<file path="config.mk">
export PLATFORM = sky130hd
export DESIGN_NAME = radix4_sectioned_mul
export DESIGN_NICKNAME = d
export VERILOG_FILES = /design/src/rtl/mul_pkg.sv /design/src/rtl/mul_csa32.sv /design/src/rtl/mul_booth_pp.sv /design/src/rtl/mul_csa_section.sv /design/src/rtl/radix4_sectioned_mul.sv
export SDC_FILE = /design/constraint.sdc
export NUM_CORES = 1
export LEC_CHECK = 0
export BUFFER_PORTS_ARGS = -buffer_cell sky130_fd_sc_hd__buf_2
export CAP_MARGIN = 20
export CORE_UTILIZATION = 30
export CTS_BUF_LIST = sky130_fd_sc_hd__clkbuf_4 sky130_fd_sc_hd__clkbuf_8
export DETAILED_ROUTE_END_ITERATION = 10
export PLACE_DENSITY = 0.44
export SLEW_MARGIN = 40
export SYNTH_ARGS = -nofsm -noshare
export SYNTH_HDL_FRONTEND = slang
export SYNTH_HIERARCHICAL = 1
export SYNTH_SLANG_ARGS = --single-unit
</file>
<file path="constraint.sdc">
create_clock -name clk_i -period 5.2 [get_ports clk_i]
set_clock_uncertainty 0.1 [all_clocks]
set_input_delay 0.78 -clock clk_i [delete_from_list [all_inputs] [get_ports clk_i]]
set_output_delay 0.78 -clock clk_i [all_outputs]
set_load 0.02 [all_outputs]
</file>
<file path="src/rtl/mul_pkg.sv">
package mul_pkg;

  typedef struct packed {
    logic neg;
    logic two;
    logic one;
  } booth_digit_t;

  // t = {b[2j+1], b[2j], b[2j-1]}
  function automatic logic booth_neg(input logic [2:0] t);
    return t[2] & ~(t[1] & t[0]);
  endfunction

  function automatic booth_digit_t booth_decode(input logic [2:0] t);
    booth_digit_t d;
    d.one = t[1] ^ t[0];
    d.two = (t[2] & ~t[1] & ~t[0]) | (~t[2] & t[1] & t[0]);
    d.neg = booth_neg(t);
    return d;
  endfunction

endpackage

</file>
<file path="src/rtl/mul_csa32.sv">
module mul_csa32 #(
  parameter int PW = 36
) (
  input  logic [PW-1:0] x_i,
  input  logic [PW-1:0] y_i,
  input  logic [PW-1:0] z_i,
  output logic [PW-1:0] sum_o,
  output logic [PW-1:0] carry_o
);
  logic [PW-2:0] maj;

  assign sum_o   = x_i ^ y_i ^ z_i;
  assign maj     = (x_i[PW-2:0] & y_i[PW-2:0]) |
                   (x_i[PW-2:0] & z_i[PW-2:0]) |
                   (y_i[PW-2:0] & z_i[PW-2:0]);
  assign carry_o = {maj, 1'b0};
endmodule

</file>
<file path="src/rtl/mul_booth_pp.sv">
module mul_booth_pp
  import mul_pkg::*;
#(
  parameter int WIDTH = 18,
  parameter int PW    = 36,
  parameter int IDX   = 0
) (
  input  logic [WIDTH-1:0] a_i,
  input  logic [2:0]       cur_i,
  input  logic [2:0]       prev_i,
  output logic [PW-1:0]    pp_o
);
  localparam int SH = 2 * IDX;
  // correction of digit IDX-1 rides in the empty low bits of this row;
  // digit -1 is always zero, so bit 0 is harmless for IDX 0
  localparam int CP = (IDX == 0) ? 0 : SH - 2;

  booth_digit_t dig;
  logic [PW-1:0] a_ext, mag, flip, corr;

  assign dig   = booth_decode(cur_i);
  assign a_ext = PW'($signed(a_i));

  always_comb begin
    if (dig.two)      mag = {a_ext[PW-2:0], 1'b0};
    else if (dig.one) mag = a_ext;
    else              mag = '0;
  end

  assign flip = mag ^ {PW{dig.neg}};
  assign corr = {{(PW-1){1'b0}}, booth_neg(prev_i)} << CP;
  assign pp_o = (flip << SH) | corr;
endmodule

</file>
<file path="src/rtl/mul_csa_section.sv">
module mul_csa_section #(
  parameter int WIDTH = 18,
  parameter int PW    = 36,
  parameter int DPS   = 3,
  parameter int FIRST = 0
) (
  input  logic [WIDTH-1:0]   a_i,
  input  logic [2*DPS+2:0]   win_i,
  input  logic [PW-1:0]      sum_i,
  input  logic [PW-1:0]      carry_i,
  output logic [PW-1:0]      sum_o,
  output logic [PW-1:0]      carry_o
);
  logic [DPS-1:0][PW-1:0] pp;

  for (genvar k = 0; k < DPS; k++) begin : g_pp
    mul_booth_pp #(
      .WIDTH (WIDTH),
      .PW    (PW),
      .IDX   (FIRST + k)
    ) u_pp (
      .a_i    (a_i),
      .cur_i  (win_i[2*k+4 -: 3]),
      .prev_i (win_i[2*k+2 -: 3]),
      .pp_o   (pp[k])
    );
  end

  if (DPS == 3) begin : g_tree
    // three rows, then the incoming pair: 5 -> 4 -> 3 -> 2
    logic [PW-1:0] l1_s, l1_c, l2_s, l2_c;

    mul_csa32 #(.PW(PW)) u_l1 (
      .x_i(pp[0]), .y_i(pp[1]), .z_i(pp[2]),
      .sum_o(l1_s), .carry_o(l1_c)
    );
    mul_csa32 #(.PW(PW)) u_l2 (
      .x_i(l1_s), .y_i(l1_c), .z_i(sum_i),
      .sum_o(l2_s), .carry_o(l2_c)
    );
    mul_csa32 #(.PW(PW)) u_l3 (
      .x_i(l2_s), .y_i(l2_c), .z_i(carry_i),
      .sum_o(sum_o), .carry_o(carry_o)
    );
  end else begin : g_chain
    logic [DPS:0][PW-1:0] cs, cc;

    assign cs[0] = sum_i;
    assign cc[0] = carry_i;
    for (genvar k = 0; k < DPS; k++) begin : g_lvl
      mul_csa32 #(.PW(PW)) u_csa (
        .x_i(cs[k]), .y_i(cc[k]), .z_i(pp[k]),
        .sum_o(cs[k+1]), .carry_o(cc[k+1])
      );
    end
    assign sum_o   = cs[DPS];
    assign carry_o = cc[DPS];
  end
endmodule

</file>
<file path="src/rtl/radix4_sectioned_mul.sv">
module radix4_sectioned_mul
  import mul_pkg::*;
#(
  parameter int WIDTH = 18,
  parameter int DPS   = 3
) (
  input  logic               clk_i,
  input  logic               rst_ni,
  input  logic               valid_i,
  input  logic [WIDTH-1:0]   a_i,
  input  logic [WIDTH-1:0]   b_i,
  output logic               valid_o,
  output logic [2*WIDTH-1:0] prod_o
);
  localparam int PW   = 2 * WIDTH;
  localparam int NDIG = (WIDTH + 1) / 2;
  localparam int NSEC = (NDIG + DPS - 1) / DPS;
  localparam int NTOT = NSEC * DPS;
  localparam int YEP  = 2 * NTOT + 1;

  // multiplier sign-extended to the padded digit count, with b[-1] = 0 below
  logic signed [YEP-2:0] b_sx;
  logic [YEP-1:0]        ye0;
  logic [PW-1:0]         corr_init;

  assign b_sx      = (YEP-1)'($signed(b_i));
  assign ye0       = {b_sx, 1'b0};
  // the top digit has no row above it to carry its correction bit
  assign corr_init = {{(PW-1){1'b0}}, booth_neg(ye0[YEP-1 -: 3])} << (2 * (NTOT - 1));

  for (genvar s = 0; s < NSEC; s++) begin : g_sec
    localparam int BASE = (s == 0) ? 0 : 2 * s * DPS - 2;
    localparam int YW   = YEP - BASE;

    logic             vin;
    logic [WIDTH-1:0] ain;
    logic [YW-1:0]    yin;
    logic [PW-1:0]    sin, cin;
    logic [2*DPS+2:0] win;
    logic [PW-1:0]    sum_d, car_d;
    logic             v_q;
    logic [PW-1:0]    s_q, c_q;

    if (s == 0) begin : g_head
      assign vin = valid_i;
      assign ain = a_i;
      assign yin = ye0;
      assign sin = '0;
      assign cin = corr_init;
      assign win = {yin[2*DPS:0], 2'b00};
    end else begin : g_body
      assign vin = g_sec[s-1].v_q;
      assign ain = g_sec[s-1].g_fwd.a_q;
      assign yin = g_sec[s-1].g_fwd.y_q;
      assign sin = g_sec[s-1].s_q;
      assign cin = g_sec[s-1].c_q;
      assign win = yin[2*DPS+2:0];
    end

    mul_csa_section #(
      .WIDTH (WIDTH),
      .PW    (PW),
      .DPS   (DPS),
      .FIRST (s * DPS)
    ) u_section (
      .a_i     (ain),
      .win_i   (win),
      .sum_i   (sin),
      .carry_i (cin),
      .sum_o   (sum_d),
      .carry_o (car_d)
    );

    always_ff @(posedge clk_i or negedge rst_ni) begin
      if (!rst_ni) begin
        v_q <= 1'b0;
        s_q <= '0;
        c_q <= '0;
      end else begin
        v_q <= vin;
        s_q <= sum_d;
        c_q <= car_d;
      end
    end

    if (s < NSEC - 1) begin : g_fwd
      // keep only the multiplier bits later sections still read
      localparam int STEP = (s == 0) ? 2 * DPS - 2 : 2 * DPS;
      logic [WIDTH-1:0]   a_q;
      logic [YW-STEP-1:0] y_q;

      always_ff @(posedge clk_i or negedge rst_ni) begin
        if (!rst_ni) begin
          a_q <= '0;
          y_q <= '0;
        end else begin
          a_q <= ain;
          y_q <= yin[YW-1:STEP];
        end
      end
    end
  end

  logic          v_out;
  logic [PW-1:0] p_out;

  always_ff @(posedge clk_i or negedge rst_ni) begin
    if (!rst_ni) begin
      v_out <= 1'b0;
      p_out <= '0;
    end else begin
      v_out <= g_sec[NSEC-1].v_q;
      p_out <= g_sec[NSEC-1].s_q + g_sec[NSEC-1].c_q;
    end
  end

  assign valid_o = v_out;
  assign prod_o  = p_out;
endmodule

</file>
Yosys cells after proc, flatten, opt, wreduce, memory -nomap -nowiden:

Index checks and enable logic that the tools add are counted.

* add/subtract/negate cells: 1
* mux-type cells: 18
* bitwise logic cells: 177

Operators with widths (count)
* bitwise AND 35 bit: 23
* bitwise XOR 36 bit: 17
* bitwise OR 35 bit: 16
* two-way mux 36 bit: 2
* bitwise AND 35 x 17 -> 35 bit: 2
* two-way mux 34 bit: 2
* two-way mux 32 bit: 2
* two-way mux 30 bit: 2
* two-way mux 28 bit: 2
* bitwise AND 1 bit: 55
* two-way mux 26 bit: 2
* two-way mux 24 bit: 2
* two-way mux 22 bit: 2
* two-way mux 20 bit: 2
* adder 36 bit: 1
* bitwise OR 36 x 1 -> 36 bit: 1
* bitwise OR 36 x 11 -> 36 bit: 1
* bitwise OR 36 x 13 -> 36 bit: 1
* bitwise OR 36 x 15 -> 36 bit: 1
* bitwise OR 36 x 3 -> 36 bit: 1
* bitwise OR 36 x 5 -> 36 bit: 1
* bitwise OR 36 x 7 -> 36 bit: 1
* bitwise OR 36 x 9 -> 36 bit: 1
* bitwise XOR 36 x 17 -> 36 bit: 1
* other kinds (11): 55

* register bits after elaboration: 313
* input port bits: 39
* output and inout port bits: 37
* logic and storage cells: 211

Depth between registers and ports, before layout:

* depth after elaboration: 16
* mapped depth: 10
* depth with buffers taken out: 9

Modules after synthesis:

The synthesis kept the hierarchy.

By module, submodules not included
* radix4_sectioned_mul: times used 1, cells an instance 597, area an instance 9898.2 um^2, sequential area each 7907.6 um^2
* mul_booth_pp (g_sec[0].u_section.g_pp[1].u_pp ...): times used 8, cells an instance 154, area an instance 1039.7 um^2, sequential area each 0.0 um^2
* mul_csa32: times used 9, cells an instance 38, area an instance 735.7 um^2, sequential area each 0.0 um^2
* mul_booth_pp (g_sec[0].u_section.g_pp[0].u_pp): times used 1, cells an instance 156, area an instance 1056.0 um^2, sequential area each 0.0 um^2

Least setup slack after synthesis:

OpenSTA, ideal clock, no wires.

* kind: input-to-reg
* start point: input b_i[1]
* end point: register g_sec[0].s_q[21]
* library setup time: 0.136 ns
* arrival time: 4.006 ns
* data required time: 4.964 ns
* setup slack: 0.958 ns
* stages: 9
* path buffers: 3
* cell sequence: ha_1 > buf_2 > clkbuf_1 > o31ai_1 > xnor2_1 > buf_4 > fa_1 > fa_1 > fa_1

RTL lines
* start, declared: line radix4_sectioned_mul.sv:11 `input logic [WIDTH-1:0] b_i,`
* end signal, assigned: line radix4_sectioned_mul.sv:81 `s_q <= sum_d;`
* end, declared: line radix4_sectioned_mul.sv:42 `logic [PW-1:0] s_q, c_q;`

==> impl_metrics.tcl <==
set metrics [dict create \
    status "finished clean" \
    critical_path_required_ps 5600 \
    core_um2 85300 \
    die_y_um 296 \
    ant_nets 0 \
    cts_max_path_buffers 3 \
    ys_warn_count 6 \
    final_layout_size_suffix_gt1_frac 0.125 \
    vias 18600 \
    tightestPinTransition_ps 1230 \
    num_io_pins 76 \
    dieWidth_um 296 \
    cts-root-buf "clkbuf_8" \
    finalCritPeriodShare 0.779 \
    synth_edf_count 0 \
    clk_pin_slew_ps 60 \
    synth_ff_type "dfrtp_1" \
    wire_per_inst_um 19.6 \
    r2r_cells 6 \
    cts.sink_count 316 \
    layout_min_cycle_time_ps 4050 \
    grt_usage 0.159 \
    rsz0062_at_grt "no" \
    drtIter0Drc 1266 \
    dr.pass1.iters 6 \
    ctsResizeCount 0 \
    initial_utilization 0.304 \
    slew_viol_final 0 \
    insertion_delay_ps 660 \
    cts_setup_buffers 0 \
    grt_pass1_vias 18800 \
    setup_tns_ps 0 \
    clkPwrFrac 0.203 \
    antenna_found_initial 3 \
    dieArea_um2 87500 \
    dpl.hpwl_um 50000 \
    synthArstFlopShare 1.00 \
    drc 0 \
    p_comb_frac 0.507 \
    ys_ff_latch 316 \
    critPathKind "register to register" \
    synthDistinctLibCells 64 \
    grt_pass1_wl_um 109000 \
    end_kind "register" \
    ys_seq_area_frac 0.305 \
    hold_depth 1 \
    cts_tree "done" \
    grt_max_degree 108 \
    cp-start-kind "register" \
    totalWireLength_um 68300 \
    hp-class "input port to register" \
    p_sw_frac 0.414 \
    cts_buffers 66 \
    synthCells 2327 \
    max_freq_ghz 0.247 \
    avgSynthCellArea_um2 11.1 \
    ir_drop_v 0.000185 \
    post_drt_via_cell_ratio 5.35 \
    fin_ws_ps 1150 \
    h-tree-depth 3 \
    rows 107 \
    p_seq_frac 0.290 \
    relSlewSlack 0.182 \
    setup_violations 0 \
    path_max_fanout 19 \
    pre_cts_ws_ps 849 \
    final_hold_viol_count 0 \
    p_sw_mw 6.16 \
    layout.nets 2683 \
    syn_area_um2 25900 \
    io_buffers 75 \
    mostFrequentLayoutCells "nand4_1 (320), fa_1 (316), dfrtp_1 (316)" \
    cp_data_arrival_time_ps 4450 \
    p_per_area_nw_per_um2 535 \
    p_int_mw 8.73 \
    fillerInstances 8528 \
    final_common_cell "nand4_1" \
    gp_congestion 0.806 \
    static-leakage-power_nw 11.1 \
    maxCapViolations 0 \
    syn_to_final_growth_pct 7.50 \
    finish.utilization 0.326 \
    gr-total-overflow 0 \
]
[per-stage QoR]
stage          total power [mW]  hold WS (ps)  cell area, µm²  instances
6_report                   14.9           134           27800       3480
5_1_grt                    16.4          88.5           27800       3479
4_1_cts                    15.2          69.3           27800       3477
3_5_place_dp               12.0           237           26300       3359
3_3_place_gp               11.9           235           26200       3359
2_1_floorplan              9.65           231           26400       2462
[power groups by stage]
| stage | Combinational (mW) | Sequential (mW) | Clock [mW] |
|---|---|---|---|
| 2_1_floorplan | 5.42 | 4.24 | 0 |
| 3_3_place_gp | 7.51 | 4.37 | 0 |
| 3_5_place_dp | 7.68 | 4.36 | 0 |
| 4_1_cts | 7.71 | 4.32 | 3.16 |
| 5_1_grt | 8.71 | 4.43 | 3.28 |
| 6_report | 7.54 | 4.32 | 3.03 |
[metal layers]
metal	global-route usage	vias to the layer above	routed length [µm]	share of wire
li1	-	8357	-	-
met4	0.0428	2	1250	0.018
met3	0.0303	92	4590	0.067
met2	0.246	652	31200	0.46
met5	0	-	10	0.00015
met1	0.226	9532	31300	0.46
[state kept, by name, indices dropped and copies added (netlist names)]
register         count
g_sec.v_q            3
g_sec.c_q          108
g_sec.s_q          108
valid_o              1
prod_o              36
g_sec.g_fwd.y_q     24
g_sec.g_fwd.a_q     36
[layout make-up]
cell class                      count  area [µm²]  area share
Clock inverter                     22         308      0.0111
Clock buffer                       95        1240      0.0445
Antenna cell                        3        7.51    0.000270
Multi-Input combinational cell   1773       16200       0.581
Inverter                            7        26.3    0.000944
Tap cell                         1144        1430      0.0514
Sequential cell                   316        7910       0.284
Timing Repair Buffer              120         751      0.0270
[synth_stat cells, types with 5 or more instances]
cell / instances / share of area
and2b_2: 9 / 0.0030
nand3b_1: 9 / 0.0026
nand4_1: 320 / 0.077
buf_4: 174 / 0.050
xor3_1: 9 / 0.0083
conb_1: 18 / 0.0026
fa_1: 316 / 0.24
xnor2_1: 34 / 0.012
and3b_1: 9 / 0.0030
nand2_1: 178 / 0.026
nor3b_2: 9 / 0.0043
o21ai_0: 14 / 0.0027
nand2b_1: 15 / 0.0036
o211ai_1: 156 / 0.045
buf_6: 36 / 0.016
a21oi_1: 31 / 0.0060
or4_1: 153 / 0.044
dfrtp_1: 316 / 0.31
nand3_1: 11 / 0.0021
nor3_1: 8 / 0.0015
a211o_1: 154 / 0.052
xor2_1: 14 / 0.0047
ha_1: 44 / 0.021
buf_1: 18 / 0.0026
o31ai_1: 13 / 0.0038
inv_1: 7 / 0.0010
or3b_1: 9 / 0.0030
a31oi_1: 5 / 0.0012
nor2_1: 23 / 0.0033
buf_2: 54 / 0.010
clkbuf_1: 84 / 0.012
nor2b_1: 5 / 0.0012
a21o_1: 11 / 0.0032
a21boi_0: 11 / 0.0032
[worst max-delay path, cell delays in order (launching register included)]
cell,delay (ps)
dfrtp_1,540
ha_1,890
o31ai_1,210
xnor2_1,570
fa_1,570
fa_1,520
fa_1,490
[cell families (layout without fill, tap and decap cells)]
| group | count (synthesis) | count (layout) | share of synthesized area |
|---|---|---|---|
| AOI/OAI and AO/OA | 427 | 427 | 0.129 |
| xor gates and xnor gates | 57 | 57 | 0.0245 |
| adders and majority gates | 360 | 360 | 0.266 |
| buffers and inverters | 373 | 244 | 0.0923 |
| DFF | 316 | 316 | 0.305 |
| muxes | 1 | 1 | 0.000387 |
| other | 18 | 156 | 0.00261 |
| and+or+nand+nor | 775 | 775 | 0.180 |
[final timing paths]
| kind | slack (ps) | endpoint | from |
|---|---|---|---|
| worst max-delay path | 1150 | g_sec[2].s_q[33] | g_sec[1].g_fwd.y_q[4] |
| worst min-delay path | 130 | g_sec[0].g_fwd.y_q[4] | b_i[7] |
| worst max register to register | 1150 | g_sec[2].s_q[33] | g_sec[1].g_fwd.y_q[4] |
| worst min register to register | 250 | g_sec[1].g_fwd.y_q[6] | g_sec[0].g_fwd.y_q[12] |
| max in group asynchronous | 3350 | prod_o[5] | rst_ni |
| min in group asynchronous | 590 | g_sec[0].s_q[32] | rst_ni |
[what timing repair did]
action	4_1_cts	5_1_grt
hold buffers	1	0
endpoints found under the hold margin	45	0
setup endpoints to repair	0	0
(Power assumes the default switching activity.)
